$ cat src/rtl/disc_frame_aligner.sv
module disc_frame_aligner #(
  parameter int LANE_W = 10,
  parameter int WORDS = 7,
  parameter int LOCK_SPACINGS = 3,
  parameter int SEQ_W = 8,
  parameter int OVF_W = 16
) (
  input  logic clk,
  input  logic rst_n,
  input  logic [2*LANE_W:0] word_i,
  input  logic fifo_full_i,
  output logic rec_valid_o,
  output logic [2*LANE_W*WORDS+SEQ_W-1:0] rec_data_o,
  output logic locked_o,
  output logic slip_err_o,
  output logic [OVF_W-1:0] ovf_cnt_o
);
  localparam int WORD_W = 2*LANE_W + 1;
  localparam int SUB_W = LANE_W*WORDS;
  localparam int REC_W = 2*SUB_W + SEQ_W;
  localparam int GAP_W = $clog2(WORDS);
  localparam int LCK_W = $clog2(LOCK_SPACINGS + 1);
  localparam logic [GAP_W-1:0] GAP_LAST = GAP_W'(WORDS - 1);
  localparam logic [GAP_W-1:0] GAP_PRE = GAP_W'(WORDS - 2);
  localparam logic [LCK_W-1:0] GOOD_LAST = LCK_W'(LOCK_SPACINGS - 1);

  logic [GAP_W-1:0] gap_q;
  logic seen_q, locked_q, err_q, valid_q;
  logic [LCK_W-1:0] good_q;
  logic [SUB_W-1:0] buf_a, buf_b;
  logic [SEQ_W-1:0] seq_q;
  logic [OVF_W-1:0] ovf_q;
  logic [REC_W-1:0] data_q;

  wire frame = word_i[WORD_W-1];
  wire [LANE_W-1:0] lane_a = word_i[LANE_W-1:0];
  wire [LANE_W-1:0] lane_b = word_i[2*LANE_W-1:LANE_W];
  wire spacing_ok = seen_q && (gap_q == GAP_LAST);
  wire bad_mark = frame && seen_q && !spacing_ok;
  wire missing = !frame && spacing_ok;
  wire lock_now = frame && spacing_ok && !locked_q && (good_q == GOOD_LAST);
  wire capture = (locked_q && !bad_mark && !missing) || lock_now;
  wire [GAP_W-1:0] slot = frame ? '0 : gap_q + 1'b1;
  wire last_word = locked_q && !frame && (gap_q == GAP_PRE);

  always_ff @(posedge clk) begin
    if (!rst_n) begin
      gap_q <= '0;
      seen_q <= 1'b0;
      good_q <= '0;
      locked_q <= 1'b0;
      err_q <= 1'b0;
    end else begin
      if (frame) gap_q <= '0;
      else if (gap_q != GAP_LAST) gap_q <= gap_q + 1'b1;
      if (frame) seen_q <= 1'b1;
      else if (missing) seen_q <= 1'b0;
      if (frame) good_q <= (spacing_ok && good_q != LCK_W'(LOCK_SPACINGS)) ? good_q + 1'b1
                          : (spacing_ok ? good_q : '0);
      else if (missing) good_q <= '0;
      if (bad_mark || missing) begin
        locked_q <= 1'b0;
        err_q <= 1'b1;
      end else if (lock_now) locked_q <= 1'b1;
    end
  end

  for (genvar k = 0; k < WORDS; k++) begin : g_slot
    always_ff @(posedge clk) begin
      if (!rst_n) begin
        buf_a[k*LANE_W +: LANE_W] <= '0;
        buf_b[k*LANE_W +: LANE_W] <= '0;
      end else if (capture && slot == GAP_W'(k)) begin
        buf_a[k*LANE_W +: LANE_W] <= lane_a;
        buf_b[k*LANE_W +: LANE_W] <= lane_b;
      end
    end
  end

  always_ff @(posedge clk) begin
    if (!rst_n) begin
      valid_q <= 1'b0;
      data_q <= '0;
      seq_q <= '0;
      ovf_q <= '0;
    end else begin
      valid_q <= 1'b0;
      if (last_word) begin
        seq_q <= seq_q + 1'b1;
        if (fifo_full_i) begin
          if (ovf_q != '1) ovf_q <= ovf_q + 1'b1;
        end else begin
          valid_q <= 1'b1;
          data_q <= {seq_q,
                     lane_b, buf_b[SUB_W-LANE_W-1:0],
                     lane_a, buf_a[SUB_W-LANE_W-1:0]};
        end
      end
    end
  end

  assign rec_valid_o = valid_q;
  assign rec_data_o = data_q;
  assign locked_o = locked_q;
  assign slip_err_o = err_q;
  assign ovf_cnt_o = ovf_q;

  a_r4_valid_locked: assert property (@(posedge clk) disable iff (!rst_n)
    rec_valid_o |-> locked_o);
  a_r4_single_pulse: assert property (@(posedge clk) disable iff (!rst_n)
    rec_valid_o |=> !rec_valid_o);
  a_r6_full_blocks: assert property (@(posedge clk) disable iff (!rst_n)
    rec_valid_o |-> !$past(fifo_full_i));
  a_r6_ovf_step: assert property (@(posedge clk) disable iff (!rst_n)
    (ovf_cnt_o != $past(ovf_cnt_o)) |-> (ovf_cnt_o == OVF_W'($past(ovf_cnt_o) + 1'b1)));
  a_r7_err_sticky: assert property (@(posedge clk) disable iff (!rst_n)
    slip_err_o |=> slip_err_o);
  a_r7_loss_flags: assert property (@(posedge clk) disable iff (!rst_n)
    $fell(locked_o) |-> slip_err_o);
  a_r2_lock_on_marker: assert property (@(posedge clk) disable iff (!rst_n)
    $rose(locked_o) |-> $past(word_i[WORD_W-1]));
endmodule

$ cat config.mk
export PLATFORM = sky130hd
export DESIGN_NAME = disc_frame_aligner
export DESIGN_NICKNAME = d
export VERILOG_FILES = /design/src/rtl/disc_frame_aligner.sv
export SDC_FILE = /design/constraint.sdc
export NUM_CORES = 1
export LEC_CHECK = 0
export CORE_UTILIZATION = 63
export CTS_CLUSTER_SIZE = 30
export DETAILED_ROUTE_END_ITERATION = 6
export DONT_BUFFER_PORTS = 1
export PLACE_DENSITY = 0.79
export SLEW_MARGIN = 10
export SYNTH_ARGS = -nofsm -noshare
export SYNTH_HDL_FRONTEND = slang
export SYNTH_SLANG_ARGS = --single-unit
$ cat constraint.sdc
create_clock -name clk -period 2.8 [get_ports clk]
set_clock_uncertainty 0.15 [all_clocks]
set_input_delay 0.28 -clock clk [delete_from_list [all_inputs] [get_ports clk]]
set_output_delay 0.28 -clock clk [all_outputs]
set_load 0.01 [all_outputs]
## Word-level counts from Yosys, hierarchy flattened

Cells that the tools add are included.

| storage, ports and cells | value |
|---|---|
| flip-flop bits (word level) | 301 |
| output and inout bits | 167 |
| word-level logic and storage cells | 80 |

| cells by class | value |
|---|---|
| add/subtract/negate cells | 4 |
| eq/ne operators | 12 |
| mux-type cells | 8 |
| bitwise logic cells | 2 |
| reductions and logical operators | 33 |

Operators by type and width:

| operator | number |
|---|---|
| 1-bit logical AND | 18 |
| 16-bit by 1-bit adder with 16-bit output (second input constant) | 1 |
| 16-bit inequality test (second input constant) | 1 |
| 3-bit equality test (second input constant) | 4 |
| 8-bit by 1-bit adder with 8-bit output (second input constant) | 1 |
| 2-bit 2-to-1 mux | 4 |
| 3-bit by 2-bit equality test with 1-bit output (second input constant) | 2 |
| 2-bit AND reduction | 3 |
| 1-bit zero test | 5 |
| 2-bit OR reduction | 2 |
| 3-bit by 1-bit adder with 3-bit output (second input constant) | 1 |
| 3-bit by 1-bit equality test with 1-bit output (second input constant) | 1 |
| 3-bit zero test | 1 |
| 1-bit 2-to-1 mux | 3 |
| 3-bit 2-to-1 mux | 1 |
| 3-bit by 2-bit inequality test with 1-bit output (second input constant) | 1 |
| 3-bit inequality test (second input constant) | 1 |
| 3-bit AND reduction | 1 |
| 2-bit by 1-bit adder with 2-bit output (second input constant) | 1 |
| 2-bit equality test (second input constant) | 1 |
| 1-bit logical OR | 2 |
| 2-bit inequality test (second input constant) | 1 |
| 1-bit NOT | 2 |
| 2-bit nonzero test | 1 |

## Longest topological paths before layout

| logic depth | value |
|---|---|
| depth in word-level cells | 9 |
| mapped depth | 10 |
| depth with buffers taken out | 6 |

## Least setup slack after synthesis

OpenSTA, ideal clock, no wires.

| timing path | value |
|---|---|
| kind | register to register |
| start | reg gap_q[0] |
| end | reg buf_a[40] |
| setup time | 0.072 ns |
| arrival time | 1.969 ns |
| required time | 2.578 ns |
| slack | 0.610 ns |
| stages on the path, launching flop included | 9 |
| buffers on the path | 2 |
| clock period less this slack | 2.190 ns |
| cells stage by stage | dfxtp_1 -> clkbuf_1 -> inv_1 -> ha_1 -> nand2_1 -> a31oi_1 -> nor4_1 -> buf_4 -> mux2i_1 |

| between the ends | value |
|---|---|
| longest elaborated chain between the ends | 9 |

RTL lines:

| element | RTL line | RTL |
|---|---|---|
| start: declaration | 27 | `logic [GAP_W-1:0] gap_q;` |
| start signal: assignment | 55 | `else if (gap_q != GAP_LAST) gap_q <= gap_q + 1'b1;` |
| parallel branches: the longest is 8 deep, another holds 3-bit by 1-bit adder with 3-bit output | n/a |  |
| 1-bit logical AND * | 73 | `end else if (capture && slot == GAP_W'(k)) begin` |
| end signal: indexed assignment | 74 | `buf_a[k*LANE_W +: LANE_W] <= lane_a;` |
| end: declaration | 30 | `logic [SUB_W-1:0] buf_a, buf_b;` |

Every way passes the cells marked *.
A chain may end at the register's enable or synchronous reset.

## Worst setup path in the final report

| timing path | value |
|---|---|
| start | reg gap_q[0] |
| end | reg data_q[134] (netlist: rec_data_o[134]) |

| between the ends | value |
|---|---|
| longest elaborated chain between the ends | 3 |

RTL lines:

| element | RTL line | RTL |
|---|---|---|
| 3-bit equality test | 44 | `wire last_word = locked_q && !frame && (gap_q == GAP_PRE);` |
| 1-bit logical AND | 44 |  |
| 2-bit AND reduction (no source line) | n/a |  |
| end signal: assignment | 94 | `data_q <= {seq_q,` |
| end: declaration | 33 | `logic [REC_W-1:0] data_q;` |

Every way passes these cells.

==> reports/qor.yml <==
ir_drop_uv: 558
wl_mm: 27.0
cp.required_ns: 3.13
yosysTopAreaCell: "dfxtp_1"
dp_hpwl_mm: 16.8
ys_ff_latch: 301
cts_resized: 0
cp_top_family: "buffers and inverters"
netlist.area_leader.share: 0.543
finalCriticalPeriod_ns: 2.52
synth-seq-area-share: 0.543
powerDensity_nw_per_um2: 695
worstPathArrival_ns: 2.84
drt_pass1_iterations: 5
cts.sinks: 301
drc: 0
fin_tns_setup_ns: 0
synth.avg_cell_area_sq_um: 8.46
p_leak_nw: 4.12
grt_max_degree: 131
coreArea_sq_um: 17200
synthTopCellsByArea: "dfxtp_1, nand2_1, a21oi_1, mux2i_1, o21ai_0"
viasPerCell: 5.84
numPortBuffers: 0
status: "completed"
gr-total-overflow: 0
grt_pass1_vias: 8257
reg2reg_slack_ns: 0.28
clk_latency_ns: 0.54
crit_fanout: 18
rsz0062_at_grt: "no"
clockRootBuffer: "clkbuf_16"
layout.nets: 1326
crit_path_start_kind: "flop"
hold_class: "primary input to flop"
num_rows: 48
ys.flop_type: "dfxtp_1"
syn_nets: 1342
wl_per_cell_microns: 17.5
synth_edf_count: 0
path_clk_slew_ns: 0.06
ant_nets: 0
synthDistinctLibCells: 45
cpPeakStageDelay_ns: 0.57
finalSetupViolCount: 0
start_util: 0.644
crit_buf_inv: 2
holdBufCountCts: 28
syn_area_sq_um: 11100
netlist_instances: 1311
fin_crit_sh: 0.899
vias: 9020
finalWeightedCongestion: 0.835
drive_above_1_share: 0.0736
die_w_microns: 135
critPathKind: "flop to flop"
hold_viol_final: 0
cts_setup_buffers: 0
first_iter_violations: 722
dpl.cell_count: 1461
antenna_found_initial: 0
die_y_microns: 135
cts_tree: "done"
grt_use_total: 0.290
io_pins: 191
ys_warn_count: 0
final_max_slew_viol_count: 0
grt_pass1_wl_mm: 42.5
cts_max_level: 1
fmax_mhz: 397
numCtsBuffers: 29
slew_headroom: 0.562
slowest_stage: "dlygate4sd3_1"
max-cap-violations: 0
cp_cell_sequence: "ha_1, nand4b_1, nor2_4, buf_4, nand2_1, dlygate4sd3_1, a21oi_1"
endpoint_kind: "flop"
worst_pin_slew_ns: 0.656
ys_async_sr_fraction: 0
cts_buffer_depth: 3
final_cell_count_no_fill: 1544
area_delta_synth_final_pct: 14.1
die_area_sq_um: 18100
-- registers in the layout, summed over array words and instances, names as in the netlist, 2 cells and up --
signal,flops
seq_q,8
ovf_cnt_o,16
gap_q,3
rec_data_o,148
good_q,2
buf_a,60
buf_b,60
-- metrics by stage --
step	utilization	power [mW]	setup WS, ns	instance area (sq um)	hold WS (ns)
after detailed placement	0.655	4.53	0.359	11300	0.262
after floorplan	-	4.51	0.610	11100	0.266
final	0.735	8.80	0.281	12700	0.0203
after global placement	0.655	4.53	0.432	11300	0.262
after CTS	0.734	8.85	0.305	12700	0.0279
after global routing	0.734	9.04	0.135	12700	0.0601
-- kinds of logic (layout without fill, tap and decap cells) --
logic type | after synthesis | count (layout) | share of synthesized area
simple gates | 527 | 527 | 0.202
flops | 301 | 301 | 0.543
compound gates | 296 | 296 | 0.139
buf+inv | 108 | 115 | 0.0433
mux | 62 | 62 | 0.0559
xor+xnor | 10 | 10 | 0.00857
fa+ha+maj | 7 | 7 | 0.00789
other cells | 0 | 1 | 0
-- layout make-up --
class                           instances  area, sq um
Tap cell                              225          282
Antenna cell                            1         2.50
Multi-Input combinational cell        902         4640
Inverter                                7         31.3
Fill cell                            1296         4580
Clock buffer                           38          830
Timing Repair Buffer                   54          606
Sequential cell                       301         6030
Clock inverter                         16          244
-- where the power goes --
group | switching (mW) | internal [mW] | total [mW]
combinational | 0.172 | 0.0558 | 0.228
sequential | 0.00657 | 4.28 | 4.29
clock | 1.65 | 2.64 | 4.29
-- metal layers --
metal	vias up	global-route usage	wire, microns
met4	0	0.0787	466
met3	39	0.0691	2180
li1	4383	-	-
met1	4309	0.395	11800
met2	289	0.459	12600
met5	-	0	0
-- synth_stat cells, drive strengths merged (8+ instances only) --
master  count
nand2     398
dfxtp     301
a21oi     210
o21ai      66
nand3      64
mux2i      62
clkbuf     61
buf        40
nor2       16
or4        11
o31ai      10
nand4       8
-- cells in the final DEF, fill, tap and decap left out, drive strengths merged, types with 5 or more instances in the layout --
cell	n
a21oi	210
buf	27
bufinv	6
clkbuf	38
clkinv	8
dfxtp	301
dlygate4sd3	27
ha	7
inv	8
mux2i	62
nand2	398
nand3	64
nand4	8
nor2	16
nor3	6
o21ai	66
o31ai	10
or3	5
or4	11
xnor2	6
-- tightest hold or removal path: stages --
cell and delay, ns:
buf_16 0.21, nand2_1 0.12, mux2i_1 0.05
-- path summary, 6_finish.rpt --
check	startpoint	to	depth (start not counted)
worst max-delay path	gap_q[0]$_SDFFE_PP0P_	rec_data_o[134]$_SDFFE_PN0P_	7
worst max register to register	gap_q[0]$_SDFFE_PP0P_	rec_data_o[134]$_SDFFE_PN0P_	7
worst min register to register	buf_a[28]$_SDFFE_PN0P_	rec_data_o[28]$_SDFFE_PN0P_	2
worst min-delay path	rst_n	buf_a[2]$_SDFFE_PN0P_	3
Note: power is estimated with default switching activity, not from simulation.
